==> src/rtl/trx_capture_pkg.sv <==
`timescale 1ns/1ps
package trx_capture_pkg;
  // strobes from the qualification control to the memory datapath
  typedef struct packed {
    logic loadMem;
    logic setMem;
    logic clrMem;
    logic doCapture;
    logic selLevel;
  } ctl_t;
endpackage

==> src/rtl/trx_capture_ctl.sv <==
`timescale 1ns/1ps
module trx_capture_ctl
  import trx_capture_pkg::*;
#(
  parameter int CNT_W = 4
) (
  input  logic             clk,
  input  logic             rstN,
  input  logic             aboveHi,
  input  logic             belowLo,
  input  logic             acMode,
  input  logic [CNT_W-1:0] minCount,
  input  logic             preloadStrobe,
  input  logic             captureStrobe,
  output ctl_t             ctl
);
  localparam logic [CNT_W-1:0] ONE = CNT_W'(1);

  logic [CNT_W-1:0] runCnt;
  logic [CNT_W-1:0] target;
  logic             runRise;
  logic             up;
  logic             dn;
  logic             sameRun;
  logic             fire;

  always_comb begin
    target  = (minCount == '0) ? ONE : minCount;
    up      = aboveHi & ~belowLo;
    dn      = belowLo & ~aboveHi;
    sameRun = (runCnt != '0) && (runRise == up);
    fire    = 1'b0;
    if (acMode && !preloadStrobe && (up || dn)) begin
      if (sameRun) fire = (runCnt < target) && ((runCnt + ONE) == target);
      else         fire = (target == ONE);
    end
    ctl.loadMem   = preloadStrobe;
    ctl.setMem    = fire & up;
    ctl.clrMem    = fire & dn;
    ctl.doCapture = captureStrobe;
    ctl.selLevel  = ~acMode;
  end

  always_ff @(posedge clk) begin
    if (!rstN) begin
      runCnt  <= '0;
      runRise <= 1'b0;
    end else if (preloadStrobe || !acMode || !(up || dn)) begin
      runCnt <= '0;
    end else if (sameRun) begin
      if (runCnt < target) runCnt <= runCnt + ONE;
    end else begin
      runCnt  <= ONE;
      runRise <= up;
    end
  end
endmodule

==> src/rtl/trx_capture_dp.sv <==
`timescale 1ns/1ps
module trx_capture_dp
  import trx_capture_pkg::*;
#(
  parameter int NEG_LEG = 0
) (
  input  logic clk,
  input  logic rstN,
  input  ctl_t ctl,
  input  logic preloadVal,
  input  logic levelIn,
  output logic memQ,
  output logic capBit
);
  logic legInv;

  generate
    if (NEG_LEG != 0) begin : g_minus
      assign legInv = 1'b1;
    end else begin : g_plus
      assign legInv = 1'b0;
    end
  endgenerate

  always_ff @(posedge clk) begin
    if (!rstN) begin
      memQ   <= 1'b0;
      capBit <= 1'b0;
    end else begin
      if (ctl.loadMem)      memQ <= preloadVal ^ legInv;
      else if (ctl.setMem)  memQ <= 1'b1;
      else if (ctl.clrMem)  memQ <= 1'b0;
      if (ctl.doCapture)
        capBit <= (ctl.selLevel ? levelIn : memQ) ^ legInv;
    end
  end
endmodule

==> src/rtl/trx_capture.sv <==
`timescale 1ns/1ps
module trx_capture
  import trx_capture_pkg::*;
#(
  parameter int CNT_W   = 4,
  parameter int NEG_LEG = 0
) (
  input  logic             clk,
  input  logic             rstN,
  input  logic             aboveHi,
  input  logic             belowLo,
  input  logic             levelIn,
  input  logic             acMode,
  input  logic [CNT_W-1:0] minCount,
  input  logic             preloadStrobe,
  input  logic             preloadVal,
  input  logic             captureStrobe,
  output logic             capBit
);
  ctl_t ctl;
  logic memQ;

  trx_capture_ctl #(.CNT_W(CNT_W)) u_ctl (
    .clk(clk), .rstN(rstN), .aboveHi(aboveHi), .belowLo(belowLo),
    .acMode(acMode), .minCount(minCount), .preloadStrobe(preloadStrobe),
    .captureStrobe(captureStrobe), .ctl(ctl)
  );

  trx_capture_dp #(.NEG_LEG(NEG_LEG)) u_dp (
    .clk(clk), .rstN(rstN), .ctl(ctl), .preloadVal(preloadVal),
    .levelIn(levelIn), .memQ(memQ), .capBit(capBit)
  );
endmodule

==> config.mk <==
export PLATFORM = sky130hd
export DESIGN_NAME = trx_capture
export DESIGN_NICKNAME = d
export VERILOG_FILES = /design/src/rtl/trx_capture_pkg.sv /design/src/rtl/trx_capture_ctl.sv /design/src/rtl/trx_capture_dp.sv /design/src/rtl/trx_capture.sv
export SDC_FILE = /design/constraint.sdc
export NUM_CORES = 1
export LEC_CHECK = 0
export CAP_MARGIN = 15
export CORE_AREA = 2 2 39 41
export DETAILED_ROUTE_END_ITERATION = 7
export DIE_AREA = 0 0 41 43
export PLACE_DENSITY = 0.69
export SETUP_SLACK_MARGIN = 0.2
export SYNTH_ARGS = -nofsm -noshare
export SYNTH_HDL_FRONTEND = slang
export SYNTH_SLANG_ARGS = --single-unit
==> constraint.sdc <==
create_clock -name clk -period 2.6 [get_ports clk]
set_input_delay 0.52 -clock clk [delete_from_list [all_inputs] [get_ports clk]]
set_output_delay 0.52 -clock clk [all_outputs]
set_load 0.02 [all_outputs]
==> results by group, run 1 <==
Status
  • Status: finished clean

Hold path
  • Worst hold path startpoint: u_dp.capBit$_SDFFE_PN0P_
  • Worst min-delay path category: flip-flop to flip-flop
  • Instance count along the most critical hold path: 1
  • Min-Delay Endpoint: u_dp.capBit$_SDFFE_PN0P_

Worst setup path
  • Worst Path Class, Setup: input pin to flip-flop
  • Endpoint class of the critical path: flip-flop
  • Required arrival time at the worst endpoint: approximately 2800 ps
  • Flop2flop setup slack: just over 800 ps
  • Worst R2R End: u_dp.memQ$_SDFFE_PN0P_
  • FF-to-FF path depth: 6
  • Worst r2r src: u_ctl.runCnt[0]$_SDFFE_PP0P_
  • Nature of the critical path startpoint: input pin
  • WP data arrival: approximately 2500 ps
  • CP max FO: 3

Final layout
  • Finished Core Util: 0.5877
  • Nets: roughly 120
  • Share of cells above drive strength 1: 0.1398
  • Diode insertion count for antenna repair: 0
  • Area overhead of the layout relative to synthesis: 38.30%
  • Design area: around 810 um2

Pwr
  • Peak VDD IR: 237.3 uV
  • Pwr Density: around 340 nW/um2
  • Leakage: 0.3579 nW

Synthesis
  • Net count of the mapped netlist: slightly above 90
  • Average instance area after synthesis: between 8 and 9 um2
  • Share of the synthesized area in the top cell type: 0.2383
  • Number of distinct library cell variants in the gate-level netlist after synthesis: 26
  • Leading cell types by count after synthesis: sky130_fd_sc_hd__ha_1, sky130_fd_sc_hd__inv_1, sky130_fd_sc_hd__dfxtp_1, sky130_fd_sc_hd__nor2_1
  • Number of enable flip-flop cells after synthesis: 0
  • Yosys warning count: 0
  • Total of flip-flops plus latches after synthesis: 7
  • Top cell type by total area after synthesis: sky130_fd_sc_hd__dfxtp_1
  • Number of instances in the synthesized netlist: 71
  • Synth Cell Area: 588.1 um2
  • Post-synth ARST share: 0
  • Cells taking the most area after synthesis: sky130_fd_sc_hd__dfxtp_1, sky130_fd_sc_hd__ha_1, sky130_fd_sc_hd__xnor2_1
  • Most common flop cell mapped by yosys: sky130_fd_sc_hd__dfxtp_1
  • Sequential share of the synthesized area: 0.2383

STA
  • Number of max-slew violations in the final report: 0
  • Final setup TNS: 0 ps
  • Number of hold violations in the final report: 0
  • Final setup violating endpoints: 0
  • Maximum achievable frequency: ~440 MHz
  • Clock skew: about 10 ps
  • Max-Slew Margin vs Limit: 0.7971
  • Portion of the clock cycle consumed by the worst path in the final layout: 0.8806
  • Final period demand of the worst path: around 2300 ps
  • Worst hold slack: just under 500 ps
  • Unrepaired setup endpoints after global routing: no
  • Worst Max-Slew Pin Slew: 301.6 ps

Die
  • Die extent in x: 41 um
  • Die Area: 1763 um2
  • Number of top-level design ports: 14
  • Starting density of the core: 0.4250
  • Die height: approximately 43 um
  • Core area: around 1400 um2
  • Number of rows in the core area: 14

Placed design
  • Instance area at placement: 775.7 um2
  • Last weighted congestion value of the routability-driven placer: 0.7946
  • Total of buffers placed on input and output ports: 13
  • Detail Placement HPWL: around 1000 um

Flow run
  • Total of max-cap violations: 0

GRT
  • Largest net degree at the start of global routing: 7
  • Number of global-route vias before repair: between 500 and 600
  • GR Overflow Total: 0
  • Global-route wire length before repair: about 2.1 mm
  • Overall fraction of global-route tracks in use: 0.1658
  • Antenna violations before repair: 0

CTS
  • Clock-pin slew reported for the worst setup and hold paths after clock tree synthesis: roughly 60 ps
  • H-tree level count: 1
  • Root buf cell: sky130_fd_sc_hd__clkbuf_4
  • TritonCTS Sinks: 7
  • Worst-skew pair later-pin latency: between 200 and 300 ps
  • Clock tree from TritonCTS: built
  • Number of buffers on the longest clock path: 2
  • Count of hold buffers inserted by post-cts repair: 0
  • Clock buffers created by TritonCTS: 3

Drt
  • WL per Instance: 10.98 um
  • First-pass iteration count of the detailed router: 4
  • Detailed-route via count: 552
  • Residual antenna-violating net count after detailed routing: 0
  • Ratio of routed vias to standard cells: a little over 5
  • Remaining design rule violation count: 0
  • Detailed router's first-iteration violation count: 7
  • Post-detailed-routing wire length: 1.197 mm
## report_power, final
part | switching, mW | total, mW | internal [mW] | leakage, nW
clock network | 0.0405 | 0.0992 | 0.0586 | 0.0150
registers | 0.00221 | 0.113 | 0.111 | 0.0569
logic | 0.0274 | 0.0650 | 0.0376 | 0.286
## worst max-delay path: stages
cell,delay (ps)
sky130_fd_sc_hd__clkdlybuf4s50_1,530
sky130_fd_sc_hd__nor3_2,70
sky130_fd_sc_hd__or2_2,270
sky130_fd_sc_hd__ha_1,260
sky130_fd_sc_hd__nand2b_1,160
sky130_fd_sc_hd__o311a_1,370
sky130_fd_sc_hd__nor4b_2,270
## state kept, by name, indices dropped and copies added, names as in the netlist
signal         flops
u_ctl.runCnt       4
u_ctl.runRise      1
u_dp.capBit        1
u_dp.memQ          1
## cell families after synthesis
logic type               Yosys count  share of synthesized area
AND/OR/NAND/NOR                   25                     0.2234
AO/OA/AOI/OAI                     12                     0.1489
XOR/XNOR                           9                     0.1340
buffers and inverters              8                    0.05107
adder cells (fa/ha/maj)            8                     0.1702
flip-flops                         7                     0.2383
multiplexers                       2                    0.03404
## per-layer routing
metal / track usage / wire length [um] / share of wire / vias up
met2: 0.2406 / 528 / 0.44 / 6
met5: 0 / 0 / 0 / -
li1: - / - / - / 289
met3: 0.01571 / 26 / 0.022 / 0
met4: 0.06000 / 0 / 0 / 0
met1: 0.2452 / 641 / 0.54 / 257
## cells in the final DEF, fill, tap and decap left out, drive strengths merged
master and instances:
a21oi 5, and4b 1, buf 5, clkbuf 4, clkdlybuf4s50 13, dfxtp 7, ha 8, inv 8
mux2i 2, nand2 5, nand2b 1, nand3 4, nand3b 1, nor2 6, nor2b 2, nor3 1
nor3b 1, nor4 1, nor4b 1, o2111ai 1, o211a 1, o211ai 1, o21a 1, o21ai 2
o311a 1, or2 1, xnor2 5, xor2 4
## cell type report
type	count	area [um2]
inverters	8	30.03
well taps	16	20.02
flip-flops and latches	7	140.1
repair buffers	18	167.7
fillers	132	570.5
clock buffers	4	26.28
multi-input cells	56	429.2
## stage by stage
step	power, mW	instances	worst slack [ps]
after floorplan	0.1457	71	550.2
after global placement	0.1777	105	105.1
after detailed placement	0.1789	105	14.76
after CTS	0.2802	109	281.9
after global routing	0.2942	109	215.1
final	0.2770	109	310.3
## timing repair
| action | in CTS | in global routing |
|---|---|---|
| hold endpoints to repair | 0 | 0 |
| gates resized for setup | 0 | 2 |
| setup buffers | 0 | 0 |
| endpoints found under the setup margin | 0 | 1 |
## worst max path at each step
stage / start / end / slack [ps] / cells after the start
2_1_floorplan: minCount[1] / u_dp.memQ$_SDFFE_PN0P_ / 550 / 8
4_1_cts: minCount[2] / u_dp.memQ$_SDFFE_PN0P_ / 280 / 7
3_3_place_gp: minCount[2] / u_dp.memQ$_SDFFE_PN0P_ / 110 / 7
3_5_place_dp: minCount[2] / u_dp.memQ$_SDFFE_PN0P_ / 10 / 7
5_1_grt: minCount[3] / u_dp.memQ$_SDFFE_PN0P_ / 220 / 7
6_report: minCount[1] / u_dp.memQ$_SDFFE_PN0P_ / 310 / 7
Power figures use the tool's default switching activity.
==> inputs of run 2 (changes only) <==
Settings changed: GPL_TIMING_DRIVEN set to 0.
==> run 2 against run 1 <==
Effect of this change: non-clock buffer count is 3 lower; flip-flop and latch count unchanged; hold slack gained 4.2 ps; die area stayed put; sequential share of layout area unchanged; cell area unchanged; fmax is 1.2% lower; critical endpoint unchanged; largest power group unchanged; highest routed layer is now met4.
==> results by group, run 2 (synthesis results as in run 1) <==
CTS
  • Clock-pin slew reported for the worst setup and hold paths after clock tree synthesis: 50 ps (about the same)
  • Clock tree from TritonCTS: built
  • Clock buffers created by TritonCTS: 3 (unchanged)
  • H-tree level count: 1 (unchanged)
  • Number of buffers on the longest clock path: 2 (unchanged)
  • TritonCTS Sinks: 7 (unchanged)
  • Root buf cell: sky130_fd_sc_hd__clkbuf_4
  • Worst-skew pair later-pin latency: 240 ps (about the same)

Pwr
  • Pwr Density: 334.4 nW/um2 (-1.8%)
  • Leakage: 0.3659 nW (+2.2%)
  • Peak VDD IR: 224.9 uV (-5.2%)

Worst setup path
  • Worst r2r src: u_ctl.runCnt[1]$_SDFFE_PP0N_
  • WP data arrival: 2460 ps (about the same)
  • Required arrival time at the worst endpoint: 2740 ps (-30 ps)
  • Nature of the critical path startpoint: input pin
  • Startpoint of the most critical setup path: minCount[1]
  • CP max FO: 4 (+1)
  • Endpoint class of the critical path: flip-flop
  • Worst Path Class, Setup: input pin to flip-flop

Final layout
  • Register name with the most flops: u_ctl.runCnt
  • Design area: 813.3 um2 (unchanged)
  • Diode insertion count for antenna repair: 0 (unchanged)
  • Share of cells above drive strength 1: 0.1444 (+0.004659)
  • Most frequent cells in the layout: sky130_fd_sc_hd__clkdlybuf4s50_1, sky130_fd_sc_hd__inv_1, sky130_fd_sc_hd__ha_1
  • Area overhead of the layout relative to synthesis: 38.30% (unchanged)
  • Largest register FFs: 4 (unchanged)
  • Nets: 112 (-2.6%)
  • Most common cell after layout, fill and taps aside: sky130_fd_sc_hd__clkdlybuf4s50_1

Die
  • Die extent in x: 41 um (unchanged)
  • Core area: 1384 um2 (unchanged)
  • Die Area: 1763 um2 (unchanged)
  • Starting density of the core: 0.4250 (unchanged)
  • Number of rows in the core area: 14 (unchanged)
  • Die height: 43 um (unchanged)
  • Number of top-level design ports: 14 (unchanged)

Flow run
  • Total of max-cap violations: 0 (unchanged)

STA
  • Number of hold violations in the final report: 0 (unchanged)
  • Worst hold slack: 501.5 ps (+4.219 ps)
  • Portion of the clock cycle consumed by the worst path in the final layout: 0.8917 (+0.01111)
  • Clock skew: 1.424 ps (-8.860 ps)
  • Worst Max-Slew Pin Slew: 385.4 ps (+83.84 ps)
  • Final setup TNS: 0 ps (unchanged)
  • Maximum achievable frequency: 431.3 MHz (-1.2%)
  • Final setup violating endpoints: 0 (unchanged)
  • Unrepaired setup endpoints after global routing: no
  • Number of max-slew violations in the final report: 0 (unchanged)
  • Final period demand of the worst path: 2319 ps (+28.89 ps)
  • Max-Slew Margin vs Limit: 0.7407 (-0.05641)

Hold path
  • Worst hold path startpoint: u_dp.capBit$_SDFFE_PN0P_
  • Worst min-delay path category: flip-flop to flip-flop

GRT
  • Overall fraction of global-route tracks in use: 0.1774 (+0.01159)
  • Antenna violations before repair: 0 (unchanged)
  • Global-route wire length before repair: 2.118 mm (+2.7%)
  • Number of global-route vias before repair: 551 (+6.4%)
  • GR Overflow Total: 0 (unchanged)
  • Largest net degree at the start of global routing: 7 (unchanged)

Drt
  • Ratio of routed vias to standard cells: 5.151 (+1.7%)
  • Residual antenna-violating net count after detailed routing: 0 (unchanged)
  • First-pass iteration count of the detailed router: 4 (unchanged)
  • Post-detailed-routing wire length: 1.232 mm (+2.9%)
  • Detailed router's first-iteration violation count: 10 (+3)
  • WL per Instance: 11.62 um (+5.8%)
  • Detailed-route via count: 546 (-1.1%)
  • Remaining design rule violation count: 0 (unchanged)

Placed design
  • Total of buffers placed on input and output ports: 13 (unchanged)
  • Last weighted congestion value of the routability-driven placer: 0.7328 (-7.8%)
  • Detail Placement HPWL: 931 um (-6.7%)
  • Instance area at placement: 738.2 um2 (-4.8%)

Status
  • Status: finished clean
-- run 2: per-layer routing --
layer	GRT usage	part of all wire
met1	0.2182	0.47
met3	0.01571	0.016
met4	0.1000	0.0073
met2	0.2844	0.51
met5	0	0
-- run 2: final cells by class --
cell class              count  area [um2]
well taps                  16       20.02
inverters                   8       30.03
repair buffers             15       150.1
flip-flops and latches      7       140.1
clock buffers               4       26.28
fillers                   132       570.5
multi-input cells          56       446.7
-- run 2: per-stage QoR --
step / setup slack, ps / total power, mW / util / std cells
floorplan: 550.2 / 0.1457 / - / 71
global placement: -250.3 / 0.1742 / 0.5335 / 100
detailed placement: -301.2 / 0.1752 / 0.5335 / 100
CTS: 228.5 / 0.2757 / 0.5723 / 105
global route: 208.8 / 0.2956 / 0.5877 / 106
finish: 281.5 / 0.2719 / 0.5877 / 106
-- run 2: path summary, 6_finish.rpt --
path              cells after the start                  endpoint  slack (ps)
hold / removal                        1  u_dp.capBit$_SDFFE_PN0P_         500
hold reg to reg                       1  u_dp.capBit$_SDFFE_PN0P_         500
setup reg to reg                      6    u_dp.memQ$_SDFFE_PN0P_         790
setup / recovery                      8    u_dp.memQ$_SDFFE_PN0P_         280
-- run 2: report_power, final --
part / internal (mW) / switching [mW]
registers: 0.111 / 0.00218
logic: 0.0369 / 0.0287
clock network: 0.0582 / 0.0352
-- run 2: repair_timing --
item	4_1_cts	5_1_grt
resized for setup	4	4
cloned	0	0
buffers inserted	1	1
endpoints found under the hold margin	0	0
setup endpoints to repair	1	1
hold buffers	0	0
pin swaps	1	2
-- run 2: critical path, cell delays in order --
cell and delay [ps]:
sky130_fd_sc_hd__clkdlybuf4s50_1 560, sky130_fd_sc_hd__inv_1 60, sky130_fd_sc_hd__ha_1 260, sky130_fd_sc_hd__nor2b_1 140, sky130_fd_sc_hd__o211ai_2 230, sky130_fd_sc_hd__nand2_2 120
sky130_fd_sc_hd__o311a_1 320, sky130_fd_sc_hd__nor4b_2 250
==> inputs of run 3 (changes only) <==
Settings changed: CORE_AREA 2 2 39 41 to unset, CORE_MARGIN set to 2, CORE_UTILIZATION set to 25, DIE_AREA 0 0 41 43 to unset, GPL_TIMING_DRIVEN 0 to unset, PLACE_DENSITY 0.69 to 0.43.
==> run 3 against run 2 <==
Effect of this change: register-to-register slack better by 40 ps; flip-flop and latch count stayed put; global-route usage is 5.9 points lower.
==> results by group, run 3 (synthesis results as in run 1) <==
Status
  • Status: finished clean

GRT
  • Antenna violations before repair: 0 (unchanged)
  • Largest net degree at the start of global routing: 7 (unchanged)
  • GR Overflow Total: 0 (unchanged)
  • Number of global-route vias before repair: 577 (+4.7%)
  • Global-route wire length before repair: 2.359 mm (+11%)
  • Overall fraction of global-route tracks in use: 0.1183 (-0.05911)

Worst setup path
  • FF-to-FF path depth: 6 (unchanged)
  • Worst Path Class, Setup: input pin to flip-flop
  • CP max FO: 3 (-1)
  • WP data arrival: 2450 ps (about the same)
  • Nature of the critical path startpoint: input pin
  • Endpoint class of the critical path: flip-flop
  • Required arrival time at the worst endpoint: 2750 ps (about the same)

Pwr
  • Power Internal: 0.2078 mW (+0.94%)
  • Leakage: 0.3650 nW (-0.22%)
  • Pwr Density: 332.7 nW/um2 (-0.51%)
  • Share of power burned in the clock network: 0.356 (+0.012)
  • Peak VDD IR: 200.9 uV (-11%)
  • Portion of total power attributed to combinational logic: 0.237 (-0.004)
  • Sw frac: 0.2493 (+0.006278)
  • Total net switching power: 0.06901 mW (+4.4%)
  • Sequential group share of total power: 0.407 (-0.008)

Drt
  • Ratio of routed vias to standard cells: 4.553 (-12%)
  • Post-detailed-routing wire length: 1.302 mm (+5.7%)
  • First-pass iteration count of the detailed router: 2 (-2)
  • Detailed-route via count: 560 (+2.6%)
  • Detailed router's first-iteration violation count: 6 (-4)
  • Remaining design rule violation count: 0 (unchanged)
  • Residual antenna-violating net count after detailed routing: 0 (unchanged)
  • WL per Instance: 10.59 um (-8.9%)

STA
  • Number of max-slew violations in the final report: 0 (unchanged)
  • Final period demand of the worst path: 2300 ps (-18.60 ps)
  • Maximum achievable frequency: 434.8 MHz (+0.81%)
  • Final setup TNS: 0 ps (unchanged)
  • Clock skew: 3.449 ps (+2.025 ps)
  • Worst Max-Slew Pin Slew: 237.0 ps (-148.4 ps)
  • Unrepaired setup endpoints after global routing: no
  • Number of hold violations in the final report: 0 (unchanged)
  • Post-layout worst setup margin: 300.1 ps (+18.60 ps)
  • Final setup violating endpoints: 0 (unchanged)
  • Portion of the clock cycle consumed by the worst path in the final layout: 0.8846 (-0.007155)
  • Worst hold slack: 500.8 ps (-0.7290 ps)
  • Max-Slew Margin vs Limit: 0.8398 (+0.09910)

Flow run
  • Total of max-cap violations: 0 (unchanged)

Final layout
  • Register name with the most flops: u_ctl.runCnt
  • Area overhead of the layout relative to synthesis: 41.49%
  • Share of cells above drive strength 1: 0.1368 (-0.007602)
  • Nets: 117 (+4.5%)
  • Most frequent cells in the layout: sky130_fd_sc_hd__clkdlybuf4s50_1, sky130_fd_sc_hd__inv_1, sky130_fd_sc_hd__ha_1
  • Diode insertion count for antenna repair: 0 (unchanged)
  • Design area: 832.0 um2 (+2.3%)
  • Number of fillers in the final layout: 249 (+89%)
  • Most common cell after layout, fill and taps aside: sky130_fd_sc_hd__clkdlybuf4s50_1
  • Largest register FFs: 4 (unchanged)

CTS
  • Root buf cell: sky130_fd_sc_hd__clkbuf_4
  • Clock buffers created by TritonCTS: 3 (unchanged)
  • Clock tree from TritonCTS: built
  • Number of buffers on the longest clock path: 2 (unchanged)
  • Post-cts gate resize count: 0 (-4)
  • Count of hold buffers inserted by post-cts repair: 0 (unchanged)
  • Worst-skew pair later-pin latency: 250 ps (about the same)
  • H-tree level count: 1 (unchanged)
  • Clock-pin slew reported for the worst setup and hold paths after clock tree synthesis: 60 ps (about the same)
  • TritonCTS Sinks: 7 (unchanged)
  • Post-CTS Setup Repair Bufs: 0 (-1)

Placed design
  • Detail Placement HPWL: 1.161 mm (+25%)
  • Total of buffers placed on input and output ports: 13 (unchanged)
  • Instance area at placement: 805.8 um2 (+9.2%)
  • Last weighted congestion value of the routability-driven placer: 0.7809 (+6.6%)
  • Pre-CTS setup slack: 33.14 ps (+334.3 ps)

Hold path
  • Worst min-delay path category: flip-flop to flip-flop
  • Instance count along the most critical hold path: 1 (unchanged)

Die
  • Starting density of the core: 0.2658 (-0.1591)
  • Core area: 2212 um2 (+60%)
  • Die height: 52.50 um (+22%)
  • Die extent in x: 52.50 um (+28%)
  • Number of rows in the core area: 17 (+3)
  • Number of top-level design ports: 14 (unchanged)
  • Die Area: 2756 um2 (+56%)
run 3: area by class of cell:
class                           instances  area, um2  area share
Clock buffer                            4      26.28     0.03158
Inverter                                8      30.03     0.03609
Multi-Input combinational cell         56      417.9      0.5023
Sequential cell                         7      140.1      0.1684
Tap cell                               28      35.03     0.04211
Timing Repair Buffer                   20      182.7      0.2195
run 3: path summary, 6_finish.rpt:
path / startpoint / end / slack, ps
min reg2reg: u_dp.capBit$_SDFFE_PN0P_ / u_dp.capBit$_SDFFE_PN0P_ / 500
min: u_dp.capBit$_SDFFE_PN0P_ / u_dp.capBit$_SDFFE_PN0P_ / 500
max reg2reg: u_ctl.runCnt[0]$_SDFFE_PP0P_ / u_dp.memQ$_SDFFE_PN0P_ / 830
max: minCount[1] / u_dp.memQ$_SDFFE_PN0P_ / 300
run 3: layer usage:
metal | up-vias | global-route usage | wire, um
li1 | 294 | - | -
met1 | 259 | 0.1476 | 654
met2 | 7 | 0.1938 | 605
met3 | 0 | 0.02571 | 42
met4 | 0 | 0.05128 | 0
met5 | - | 0 | 0
run 3: stage by stage:
step,utilization,total power [mW],std cells
floorplan,-,0.1457,71
global placement,0.3643,0.1814,119
detailed placement,0.3643,0.1816,119
CTS,0.3761,0.2839,123
global route,0.3761,0.3012,123
finish,0.3761,0.2768,123
run 3: power groups by stage:
| stage | Sequential [mW] | Clock [mW] | Combinational (mW) |
|---|---|---|---|
| after global routing | 0.113 | 0.114 | 0.0735 |
| after detailed placement | 0.115 | 0 | 0.0664 |
| after floorplan | 0.116 | 0 | 0.0299 |
| final | 0.113 | 0.0985 | 0.0655 |
| after CTS | 0.113 | 0.104 | 0.0669 |
| after global placement | 0.115 | 0 | 0.0661 |
run 3: worst max-delay path, stage by stage:
cell                              delay (ps)
sky130_fd_sc_hd__clkdlybuf4s50_1         520
sky130_fd_sc_hd__nor3_1                   80
sky130_fd_sc_hd__or2_2                   280
sky130_fd_sc_hd__ha_1                    270
sky130_fd_sc_hd__nand2b_1                150
sky130_fd_sc_hd__o311a_1                 340
sky130_fd_sc_hd__nor4b_1                 290
